`config.mk`:
```
export PLATFORM = sky130hd
export DESIGN_NAME = pin_xbar
export DESIGN_NICKNAME = d
export VERILOG_FILES = /design/src/rtl/pin_xbar_pkg.sv /design/src/rtl/pin_xbar_regs.sv /design/src/rtl/pin_xbar_pad_mux.sv /design/src/rtl/pin_xbar_in_route.sv /design/src/rtl/pin_xbar.sv
export SDC_FILE = /design/constraint.sdc
export NUM_CORES = 1
export LEC_CHECK = 0
export BUFFER_PORTS_ARGS = -buffer_cell sky130_fd_sc_hd__buf_2
export CAP_MARGIN = 20
export CORE_MARGIN = 3
export CORE_UTILIZATION = 45
export CTS_CLUSTER_DIAMETER = 120
export DETAILED_ROUTE_END_ITERATION = 8
export HOLD_SLACK_MARGIN = 0.06
export PLACE_DENSITY = 0.63
export SLEW_MARGIN = 20
export SYNTH_ARGS = -nofsm -noshare
export SYNTH_HDL_FRONTEND = slang
export SYNTH_SLANG_ARGS = --single-unit
export TNS_END_PERCENT = 10
```
`constraint.sdc`:
```
create_clock -name clk_i -period 6.5 [get_ports clk_i]
set_clock_uncertainty 0.15 [all_clocks]
set_input_delay 0.65 -clock clk_i [delete_from_list [all_inputs] [get_ports clk_i]]
set_output_delay 0.65 -clock clk_i [all_outputs]
set_load 0.01 [all_outputs]
```
`src/rtl/pin_xbar_pkg.sv`:
```
package pin_xbar_pkg;
  localparam int SEL_W  = 5;
  localparam int TMR_CH = 7;
  localparam int SER_CH = 6;

  typedef logic [SEL_W-1:0] sel_t;

  localparam sel_t SEL_CMP_A    = 5'd0;
  localparam sel_t SEL_CLK      = 5'd1;
  localparam sel_t SEL_TRIG     = 5'd2;
  localparam sel_t SEL_HIZ      = 5'd3;
  localparam sel_t SEL_TMR0     = 5'd4;
  localparam sel_t SEL_TMR_LAST = 5'd10;
  localparam sel_t SEL_SER0     = 5'd11;
  localparam sel_t SEL_OD_CLK   = 5'd14;
  localparam sel_t SEL_OD_DAT   = 5'd15;
  localparam sel_t SEL_SER_LAST = 5'd16;
  localparam sel_t SEL_CMP_B    = 5'd17;
  localparam sel_t SEL_SYSCLK   = 5'd18;
  localparam sel_t SEL_ANALOG   = 5'd31;

  // input function slots
  localparam int IN_CLK  = 0;
  localparam int IN_TRIG = 1;
  localparam int IN_HIZ  = 2;
  localparam int IN_CAP0 = 3;
  localparam int IN_SER0 = IN_CAP0 + TMR_CH;
  localparam int IN_NUM  = IN_SER0 + SER_CH;

  typedef struct packed {
    logic out;
    logic oe;
    logic ie;
    logic od;
  } pad_ctl_t;

  function automatic logic [IN_NUM-1:0] in_decode(sel_t c);
    logic [IN_NUM-1:0] v;
    v = '0;
    if (c == SEL_CLK)  v[IN_CLK]  = 1'b1;
    if (c == SEL_TRIG) v[IN_TRIG] = 1'b1;
    if (c == SEL_HIZ)  v[IN_HIZ]  = 1'b1;
    if (c >= SEL_TMR0 && c <= SEL_TMR_LAST)
      v[IN_CAP0 + (int'(c) - int'(SEL_TMR0))] = 1'b1;
    if (c >= SEL_SER0 && c <= SEL_SER_LAST)
      v[IN_SER0 + (int'(c) - int'(SEL_SER0))] = 1'b1;
    return v;
  endfunction
endpackage

```
`src/rtl/pin_xbar_regs.sv`:
```
module pin_xbar_regs
  import pin_xbar_pkg::*;
#(
  parameter int NUM_PINS = 8,
  parameter int DATA_W   = 8,
  parameter int ADDR_W   = 3,
  parameter logic [NUM_PINS*SEL_W-1:0] DEFAULT_MAP = '0
) (
  input  logic                      clk_i,
  input  logic                      rst_ni,
  input  logic                      wr_en_i,
  input  logic [ADDR_W-1:0]         wr_addr_i,
  input  logic [DATA_W-1:0]         wr_data_i,
  input  logic [ADDR_W-1:0]         rd_addr_i,
  output logic [DATA_W-1:0]         rd_data_o,
  output logic [NUM_PINS*SEL_W-1:0] map_o
);
  localparam int PAD_W = DATA_W - SEL_W;

  sel_t wr_sel;
  logic unused_hi;
  assign wr_sel    = wr_data_i[SEL_W-1:0];
  assign unused_hi = ^wr_data_i[DATA_W-1:SEL_W];

  for (genvar p = 0; p < NUM_PINS; p++) begin : g_reg
    sel_t sel_q;
    always_ff @(posedge clk_i or negedge rst_ni) begin
      if (!rst_ni)
        sel_q <= DEFAULT_MAP[p*SEL_W +: SEL_W];
      else if (wr_en_i && int'(wr_addr_i) == p)
        sel_q <= wr_sel;
    end
    assign map_o[p*SEL_W +: SEL_W] = sel_q;
  end

  always_comb begin
    rd_data_o = '0;
    for (int p = 0; p < NUM_PINS; p++)
      if (int'(rd_addr_i) == p)
        rd_data_o = {{PAD_W{1'b0}}, map_o[p*SEL_W +: SEL_W]};
  end
endmodule

```
`src/rtl/pin_xbar_pad_mux.sv`:
```
module pin_xbar_pad_mux
  import pin_xbar_pkg::*;
(
  input  sel_t              sel_i,
  input  logic              dir_i,
  input  logic              cmp_a_i,
  input  logic              cmp_b_i,
  input  logic              conv_clk_i,
  input  logic              mon_i,
  input  logic              sys_clk_i,
  input  logic [TMR_CH-1:0] tmr_cmp_i,
  input  logic [SER_CH-1:0] ser_out_i,
  input  logic [SER_CH-1:0] ser_oe_i,
  output pad_ctl_t          ctl_o
);
  logic in_tmr, in_ser, is_od;
  int   tmr_idx, ser_idx;

  assign in_tmr  = (sel_i >= SEL_TMR0) && (sel_i <= SEL_TMR_LAST);
  assign in_ser  = (sel_i >= SEL_SER0) && (sel_i <= SEL_SER_LAST);
  assign is_od   = (sel_i == SEL_OD_CLK) || (sel_i == SEL_OD_DAT);
  assign tmr_idx = int'(sel_i) - int'(SEL_TMR0);
  assign ser_idx = int'(sel_i) - int'(SEL_SER0);

  always_comb begin
    ctl_o     = '0;
    ctl_o.ie  = 1'b1;
    ctl_o.oe  = dir_i;
    if (sel_i == SEL_ANALOG) begin
      ctl_o.ie = 1'b0;
      ctl_o.oe = 1'b0;
    end else if (in_tmr) begin
      for (int k = 0; k < TMR_CH; k++)
        if (tmr_idx == k) ctl_o.out = tmr_cmp_i[k];
    end else if (in_ser) begin
      for (int k = 0; k < SER_CH; k++) begin
        if (ser_idx == k) begin
          if (is_od) begin
            // pull low or release only
            ctl_o.od  = 1'b1;
            ctl_o.out = 1'b0;
            ctl_o.oe  = ser_oe_i[k] & ~ser_out_i[k];
          end else begin
            ctl_o.out = ser_out_i[k];
            ctl_o.oe  = ser_oe_i[k];
          end
        end
      end
    end else begin
      unique case (sel_i)
        SEL_CMP_A:  ctl_o.out = cmp_a_i;
        SEL_CLK:    ctl_o.out = conv_clk_i;
        SEL_TRIG:   ctl_o.out = mon_i;
        SEL_CMP_B:  ctl_o.out = cmp_b_i;
        SEL_SYSCLK: ctl_o.out = sys_clk_i;
        default:    ctl_o.out = 1'b0;
      endcase
    end
  end
endmodule

```
`src/rtl/pin_xbar_in_route.sv`:
```
module pin_xbar_in_route
  import pin_xbar_pkg::*;
#(
  parameter int NUM_PINS = 8
) (
  input  logic [NUM_PINS*SEL_W-1:0] map_i,
  input  logic [NUM_PINS-1:0]       pin_i,
  output logic [IN_NUM-1:0]         fn_o
);
  logic [NUM_PINS-1:0][IN_NUM-1:0] hit;

  for (genvar p = 0; p < NUM_PINS; p++) begin : g_hit
    assign hit[p] = pin_i[p] ? in_decode(map_i[p*SEL_W +: SEL_W]) : '0;
  end

  always_comb begin
    fn_o = '0;
    for (int p = 0; p < NUM_PINS; p++) fn_o = fn_o | hit[p];
  end
endmodule

```
`src/rtl/pin_xbar.sv`:
```
module pin_xbar
  import pin_xbar_pkg::*;
#(
  parameter int NUM_PINS = 8,
  parameter int DATA_W   = 8,
  parameter logic [NUM_PINS*SEL_W-1:0] DEFAULT_MAP =
    {5'd11, 5'd10, 5'd9, 5'd8, 5'd7, 5'd6, 5'd5, 5'd4},
  localparam int ADDR_W = (NUM_PINS > 1) ? $clog2(NUM_PINS) : 1
) (
  input  logic                clk_i,
  input  logic                rst_ni,
  input  logic                wr_en_i,
  input  logic [ADDR_W-1:0]   wr_addr_i,
  input  logic [DATA_W-1:0]   wr_data_i,
  input  logic [ADDR_W-1:0]   rd_addr_i,
  output logic [DATA_W-1:0]   rd_data_o,
  input  logic [NUM_PINS-1:0] dir_i,
  input  logic [NUM_PINS-1:0] pin_i,
  input  logic                cmp_a_i,
  input  logic                cmp_b_i,
  input  logic                conv_clk_i,
  input  logic                mon_i,
  input  logic                sys_clk_i,
  input  logic [TMR_CH-1:0]   tmr_cmp_i,
  input  logic [SER_CH-1:0]   ser_out_i,
  input  logic [SER_CH-1:0]   ser_oe_i,
  output logic                tmr_clk_o,
  output logic                dma_trig_o,
  output logic                tmr_hiz_o,
  output logic [TMR_CH-1:0]   tmr_cap_o,
  output logic [SER_CH-1:0]   ser_in_o,
  output logic [NUM_PINS-1:0] pin_out_o,
  output logic [NUM_PINS-1:0] pin_oe_o,
  output logic [NUM_PINS-1:0] pin_ie_o,
  output logic [NUM_PINS-1:0] pin_od_o
);
  logic [NUM_PINS*SEL_W-1:0] map_flat;
  logic [IN_NUM-1:0]         in_fn;

  pin_xbar_regs #(
    .NUM_PINS    (NUM_PINS),
    .DATA_W      (DATA_W),
    .ADDR_W      (ADDR_W),
    .DEFAULT_MAP (DEFAULT_MAP)
  ) u_regs (
    .clk_i     (clk_i),
    .rst_ni    (rst_ni),
    .wr_en_i   (wr_en_i),
    .wr_addr_i (wr_addr_i),
    .wr_data_i (wr_data_i),
    .rd_addr_i (rd_addr_i),
    .rd_data_o (rd_data_o),
    .map_o     (map_flat)
  );

  for (genvar p = 0; p < NUM_PINS; p++) begin : g_pad
    pad_ctl_t ctl;
    pin_xbar_pad_mux u_mux (
      .sel_i      (map_flat[p*SEL_W +: SEL_W]),
      .dir_i      (dir_i[p]),
      .cmp_a_i    (cmp_a_i),
      .cmp_b_i    (cmp_b_i),
      .conv_clk_i (conv_clk_i),
      .mon_i      (mon_i),
      .sys_clk_i  (sys_clk_i),
      .tmr_cmp_i  (tmr_cmp_i),
      .ser_out_i  (ser_out_i),
      .ser_oe_i   (ser_oe_i),
      .ctl_o      (ctl)
    );
    assign pin_out_o[p] = ctl.out;
    assign pin_oe_o[p]  = ctl.oe;
    assign pin_ie_o[p]  = ctl.ie;
    assign pin_od_o[p]  = ctl.od;
  end

  pin_xbar_in_route #(.NUM_PINS(NUM_PINS)) u_route (
    .map_i (map_flat),
    .pin_i (pin_i),
    .fn_o  (in_fn)
  );

  assign tmr_clk_o  = in_fn[IN_CLK];
  assign dma_trig_o = in_fn[IN_TRIG];
  assign tmr_hiz_o  = in_fn[IN_HIZ];
  assign tmr_cap_o  = in_fn[IN_CAP0 +: TMR_CH];
  assign ser_in_o   = in_fn[IN_SER0 +: SER_CH];
endmodule

```
==> results.py, run 1 <==
metrics = {
    "run_status": {
        "outcome": "completed",
    },
    "drt": {
        "drt_wl_total_mm": 58.55,
        "wl_per_cell_um": 24.82,
        "ant_nets": 0,
        "viasPerCell": 6.818,
        "drc": 0,
        "drtPass1Iterations": 6,
        "vias": 16080,
        "drt_iter0_drc": 1992,
    },
    "timing": {
        "rsz0062_at_grt": "no",
        "finalSetupViolCount": 0,
        "hold_viol": 0,
        "relSlewSlack": 0.2988,
        "finalSetupTns_ns": 0,
        "post-route-period-util": 0.9530,
        "fmax_mhz": 161.4,
        "tightest_slew_ns": 1.044,
        "slew_viol_final": 0,
        "finalCriticalPeriod_ns": 6.194,
    },
    "clocking": {
        "cts-resized-gates": 0,
        "post_cts_buffers": 0,
        "clock_sinks": 40,
        "cts_tree": "done",
        "clkSlewWorstSetupHoldPaths_ns": 0.07,
        "h-tree-depth": 2,
        "root_buffer": "clkbuf_16",
        "clockBufferDepth": 2,
        "clk_latency_ns": 0.30,
        "cts_made_buffers": 5,
        "holdBufCountCts": 0,
    },
    "global_route": {
        "first_global_vias": 14850,
        "grt_pass1_wl_mm": 87.78,
        "grt_antenna_before_repair": 3,
        "grt_overflow": 0,
        "gr-usage-all-layers": 0.3364,
        "grt_max_degree": 41,
    },
    "logic_synthesis": {
        "synthAdderAreaFrac": 0.2150,
        "yosys.area_share.xor_xnor": 0.03332,
        "synth-simple-area-share": 0.2974,
        "postSynthAreaPerCell_sq_um": 7.288,
        "netlist_area_sq_um": 14080,
        "synth_compound_gate_area_share": 0.2896,
        "async_flop_share": 1.000,
        "synth_top_cell_by_area": "ha_1",
        "synth_cell_type_count": 110,
        "ys.flop_type": "dfrtp_1",
        "synth_top_family_by_area": "simple AND/OR/NAND/NOR gates",
        "muxShareOfSynthArea": 0.03154,
        "yosys_warnings": 0,
        "synth_edf_count": 0,
        "ys_seq_area_frac": 0.07251,
        "synth_area_leaders": "ha_1 (22%), nand2_1 (6.6%), o21ai_0 (4.7%), dfrtp_1 (4.3%), a21oi_1 (3.4%)",
        "synth.ff_latch_count": 40,
        "postSynthCellCount": 1932,
        "synth_top_area_frac": 0.2150,
    },
    "final_layout": {
        "layout_common_cells": "nand2_1 (248), ha_1 (242), o21ai_0 (132)",
        "area_growth_pct": 6.362,
        "utilization": 0.4871,
        "top_register": "u_regs.g.sel_q",
        "largest_reg_flops": 40,
        "drive_above_1_share": 0.1209,
        "final_common_cell": "nand2_1",
        "top_regs": "u_regs.g.sel_q (40)",
        "final_nets": 2258,
    },
    "die": {
        "rows": 64,
        "die_x_um": 182.9,
        "die_area_sq_um": 33450,
        "initial_core_util": 0.4579,
        "core_sq_um": 30750,
        "dieHeight_um": 182.9,
        "ios": 113,
    },
    "critical_path": {
        "path_class": "reg -> out",
        "reg2reg_slack_ns": 4.79,
        "r2r-start": "u_regs.g_reg[0].sel_q[3]$_DFFE_PN0P_",
        "crit_path_max_fanout": 16,
        "crit_required_ns": 5.70,
        "startpoint_type": "register",
        "endpoint_kind": "primary output",
        "worst-r2r-cell-count": 2,
        "worstPathArrival_ns": 5.39,
        "r2r-end": "u_regs.g_reg[0].sel_q[3]$_DFFE_PN0P_",
    },
    "placed_design": {
        "place.gp.congestion": 1.067,
        "hpwl_mm": 44.13,
        "io_buffers": 106,
    },
    "worst_hold_path": {
        "hold_path_class": "in -> async",
    },
    "job": {
        "cap_viol_max_count": 0,
    },
    "power": {
        "power_leakage_nw": 5.974,
        "finalPower_mw": 4.192,
        "p_per_area_nw_per_um2": 279.9,
        "max-vdd-ir-drop_mv": 0.1520,
    },
}
[worst max-delay path by stage]
stage          slack (ns)      endpoint                                  from  cells after the start
3_5_place_dp         0.78     tmr_clk_o  u_regs.g_reg[7].sel_q[3]$_DFFE_PN1P_                     15
5_1_grt              0.07   ser_in_o[5]  u_regs.g_reg[2].sel_q[3]$_DFFE_PN0P_                     15
4_1_cts              0.42   ser_in_o[5]  u_regs.g_reg[2].sel_q[3]$_DFFE_PN0P_                     15
6_report             0.31     tmr_hiz_o  u_regs.g_reg[6].sel_q[2]$_DFFE_PN0P_                     14
3_3_place_gp         0.81   ser_in_o[5]  u_regs.g_reg[2].sel_q[3]$_DFFE_PN0P_                     15
2_1_floorplan        1.58  tmr_cap_o[2]  u_regs.g_reg[7].sel_q[3]$_DFFE_PN1P_                     15
[metrics by stage]
step / instance area [sq um] / hold WS, ns / cells / setup WS (ns)
2_1_floorplan: 14090 / 0.2044 / 1934 / 1.576
4_1_cts: 14960 / 0.3093 / 2356 / 0.4169
3_3_place_gp: 14790 / 0.4869 / 2348 / 0.8116
6_report: 14980 / 0.2841 / 2359 / 0.3055
5_1_grt: 14970 / 0.3238 / 2357 / 0.06602
3_5_place_dp: 14790 / 0.4915 / 2348 / 0.7769
[synthesized netlist by cell type, drive strengths merged, types with 11 or more instances]
| cell | n |
|---|---|
| nor2 | 115 |
| dfrtp | 24 |
| nand3 | 72 |
| a21boi | 14 |
| o21ai | 138 |
| a221oi | 17 |
| and2 | 20 |
| a31oi | 31 |
| nand4 | 23 |
| nand3b | 28 |
| nor4bb | 12 |
| mux2i | 14 |
| nor4b | 16 |
| ha | 242 |
| nor3 | 55 |
| clkbuf | 86 |
| o211ai | 19 |
| xor2 | 13 |
| mux2 | 23 |
| a32oi | 14 |
| a221o | 12 |
| nor3b | 11 |
| or4 | 20 |
| nor2b | 33 |
| a22oi | 17 |
| o2111ai | 18 |
| inv | 85 |
| and3 | 19 |
| xnor2 | 37 |
| buf | 27 |
| nand2 | 248 |
| nand2b | 20 |
| o32ai | 19 |
| o31ai | 12 |
| nor4 | 23 |
| dfstp | 16 |
| o22ai | 14 |
| a21oi | 101 |
| a21o | 11 |
| nand4b | 17 |
[power breakdown]
group          total (mW)  switching [mW]  leakage (nW)  internal [mW]
clock               0.329           0.135        0.0871          0.193
sequential          0.502           0.183         0.459          0.319
combinational        3.36            2.09          5.43           1.27
total                4.19            2.41          5.97           1.78
[cells by family after synthesis]
kind of cell,count (synthesis)
buffers and inverters,202
adder cells (fa/ha/maj),242
multiplexers,39
AND/OR/NAND/NOR,780
other,1
AO/OA/AOI/OAI,577
flip-flops,40
XOR/XNOR,51
[layout make-up]
cell class | count | area [sq um]
diodes | 3 | 7.507
clock buffers | 6 | 138.9
clock inverters | 2 | 38.79
fillers | 3159 | 15770
inverters | 89 | 334.1
multi-input cells | 1692 | 12220
flip-flops and latches | 40 | 1021
well taps | 396 | 495.5
repair buffers | 131 | 718.2
[worst max-delay path, cell delays in order, from the launching register on]
cell	delay [ns]
dfrtp_1	0.70
inv_2	0.24
ha_1	0.26
ha_1	0.35
nor4_1	0.63
inv_1	0.15
ha_1	0.31
or4b_2	0.59
nor4_1	0.23
o2111ai_1	0.35
or2_1	0.35
a21boi_0	0.22
o2111a_1	0.35
o2111ai_1	0.15
buf_2	0.20
[metal layers]
layer,GRT usage,part of all wire,routed length (um)
met3,0.06981,0.10,6106
met1,0.4471,0.41,24040
met5,0,0.00051,30
met4,0.1618,0.053,3118
met2,0.5211,0.43,25250
Note: power is estimated with default switching activity, not from simulation.
==> inputs of run 2 (changes only) <==
Settings changed: SYNTH_HIERARCHICAL from default to 1.
==> results.py, run 2 <==
metrics = {
    "clocking": {
        "root_buffer": "clkbuf_16",
        "clkSlewWorstSetupHoldPaths_ns": 0.06,
        "clockBufferDepth": 2,
        "h-tree-depth": 2,
        "clk_latency_ns": 0.28,
        "post_cts_buffers": 0,
        "cts_made_buffers": 5,
        "clock_sinks": 40,
        "cts-resized-gates": 0,
        "holdBufCountCts": 0,
        "cts_tree": "done",
    },
    "critical_path": {
        "r2r-end": "u_regs/g_reg[1].sel_q[0]$_DFFE_PN1P_",
        "critPathSlowestCell": "dfstp_2",
        "reg2reg_slack_ns": 5.01,
        "crit_required_ns": 5.70,
        "startpoint_type": "register",
        "crit_path_max_fanout": 27,
        "cpPeakStageDelay_ns": 0.94,
        "endpoint_kind": "primary output",
        "path_class": "reg -> out",
        "critPathMostFrequentCell": "ha_1",
        "r2r-start": "u_regs/g_reg[1].sel_q[0]$_DFFE_PN1P_",
        "worst-r2r-cell-count": 1,
        "worstPathArrival_ns": 4.80,
        "crit_chain": "inv_2 > ha_1 > ha_1 > or3b_2 > ha_1 > or4b_1 > a211oi_2 > o41ai_2 > nor4b_2 > a32oi_1 > o221ai_1 > nor3_1 > o211ai_1 > buf_2",
    },
    "timing": {
        "hold_viol": 0,
        "finalSetupViolCount": 0,
        "finalCriticalPeriod_ns": 5.599,
        "post-route-period-util": 0.8614,
        "rsz0062_at_grt": "no",
        "relSlewSlack": 0.3956,
        "tightest_slew_ns": 0.9066,
        "fmax_mhz": 178.6,
        "hold-worst-slack_ns": 0.3415,
        "slew_viol_final": 0,
        "finalSetupTns_ns": 0,
    },
    "drt": {
        "vias": 12820,
        "wl_per_cell_um": 23.51,
        "drc": 0,
        "ant_nets": 0,
        "drt_wl_total_mm": 44.77,
        "drt_iter0_drc": 1175,
        "drtPass1Iterations": 7,
        "viasPerCell": 6.735,
    },
    "global_route": {
        "grt_overflow": 0,
        "first_global_vias": 11750,
        "grt_pass1_wl_mm": 68.45,
        "gr-usage-all-layers": 0.3004,
        "grt_max_degree": 41,
        "grt_antenna_before_repair": 1,
    },
    "power": {
        "p_seq_frac": 0.184,
        "power_switching_mw": 2.007,
        "max-vdd-ir-drop_mv": 0.1126,
        "clockPowerShare": 0.083,
        "switching_share": 0.5543,
        "power_leakage_nw": 4.816,
        "internal-power_mw": 1.614,
        "p_per_area_nw_per_um2": 289.6,
        "p_comb_frac": 0.733,
        "finalPower_mw": 3.620,
    },
    "logic_synthesis": {
        "synth_area_leaders": "ha_1 (13%), dfrtp_1 (5.1%), mux2_2 (4.7%), dfstp_2 (3.6%), nand3_1 (3.3%)",
        "async_flop_share": 1.000,
        "postSynthAreaPerCell_sq_um": 7.674,
        "synth_top_area_frac": 0.1348,
        "postSynthCellCount": 1536,
        "synth_cell_type_count": 114,
        "ys_seq_area_frac": 0.08662,
        "synth_top_cell_by_area": "ha_1",
        "yosys_warnings": 6,
        "netlist_area_sq_um": 11790,
        "synthTopCellsByCount": "ha_1 (127), nor2_1 (98), nand2_1 (91)",
        "yosysMostFrequentCell": "ha_1",
        "synth.ff_latch_count": 40,
        "synth_edf_count": 0,
        "ys.flop_type": "dfrtp_1",
    },
    "die": {
        "rows": 58,
        "die_area_sq_um": 28170,
        "die_x_um": 167.8,
        "initial_core_util": 0.4628,
        "core_sq_um": 25470,
        "ios": 113,
        "dieHeight_um": 167.8,
    },
    "worst_hold_path": {
        "hold_path_class": "in -> async",
    },
    "placed_design": {
        "io_buffers": 106,
        "place.gp.congestion": 1.106,
        "hpwl_mm": 33.90,
    },
    "final_layout": {
        "final_common_cell": "ha_1",
        "antenna_cells": 0,
        "drive_above_1_share": 0.1747,
        "top_regs": "u_regs/g.sel_q (40)",
        "top_register": "u_regs/g.sel_q",
        "layout_common_cells": "ha_1 (127), buf_2 (106), nor2_1 (98)",
        "fill_cells": 2555,
        "area_growth_pct": 6.061,
        "largest_reg_flops": 40,
        "final_nets": 1757,
    },
    "job": {
        "cap_viol_max_count": 0,
    },
    "run_status": {
        "outcome": "completed",
    },
}
-- run 2: changes by cell type in the layout (fill, tap and decap cells not counted), sizes merged, moves of 19 or more --
cell   delta
nand2   -157
ha      -115
o21ai   -105
mux2     +34
mux2i    +23
inv      -19
-- run 2: how the worst max path moves through the flow --
stage	start	to	slack [ns]	depth (start not counted)
final	u_regs/g_reg[0].sel_q[2]$_DFFE_PN1P_	tmr_cap_o[0]	0.90	14
after global routing	u_regs/g_reg[0].sel_q[2]$_DFFE_PN1P_	tmr_cap_o[0]	0.68	14
after CTS	u_regs/g_reg[0].sel_q[2]$_DFFE_PN1P_	tmr_hiz_o	0.96	14
after detailed placement	u_regs/g_reg[0].sel_q[2]$_DFFE_PN1P_	tmr_hiz_o	1.28	14
after global placement	u_regs/g_reg[0].sel_q[2]$_DFFE_PN1P_	tmr_hiz_o	1.31	14
after floorplan	u_regs/g_reg[0].sel_q[2]$_DFFE_PN1P_	ser_in_o[2]	1.89	14
-- run 2: cells by family after synthesis --
group	Yosys count	synth area share
xor+xnor	45	0.03535
simple gates	653	0.3226
compound gates	414	0.2610
buf+inv	158	0.06549
flops	40	0.08662
fa+ha+maj	127	0.1348
mux	98	0.09383
other cells	1	0.0003181
-- run 2: worst max-delay path, delay by kind of cell, from the launching register on --
kind	cells	cell delay [ns]
AOI/OAI and AO/OA	5	1.00
DFF	1	0.94
buffers and inverters	2	0.30
and+or+nand+nor	4	1.50
adders and majority gates	3	0.79
-- run 2: power groups by stage --
stage	Clock, mW	Sequential, mW	Combinational [mW]
5_1_grt	0.311	0.692	2.91
2_1_floorplan	0	0.454	2.11
6_report	0.299	0.666	2.66
3_5_place_dp	0	0.661	2.59
3_3_place_gp	0	0.658	2.55
4_1_cts	0.303	0.657	2.61
-- run 2: cell type report --
type	instances	area, sq um	area share
Tap cell	330	412.9	0.03303
Multi-Input combinational cell	1340	10000	0.8000
Inverter	66	247.7	0.01982
Clock inverter	1	30.03	0.002402
Timing Repair Buffer	120	635.6	0.05084
Clock buffer	7	152.6	0.01221
Sequential cell	40	1021	0.08167
-- run 2: layer usage --
| metal | share of wire | global-route usage |
|---|---|---|
| met5 | 0.00016 | 0 |
| met1 | 0.42 | 0.4053 |
| met4 | 0.045 | 0.1185 |
| met3 | 0.069 | 0.02113 |
| met2 | 0.46 | 0.5015 |
-- run 2: per-stage QoR --
step	utilization	instance area (sq um)	instances	setup slack, ns
finish	0.4908	12500	1904	0.9008
global route	0.4908	12500	1904	0.6824
CTS	0.4908	12500	1904	0.9604
detailed placement	0.4836	12320	1896	1.284
global placement	0.4836	12320	1896	1.310
floorplan	-	11800	1538	1.888
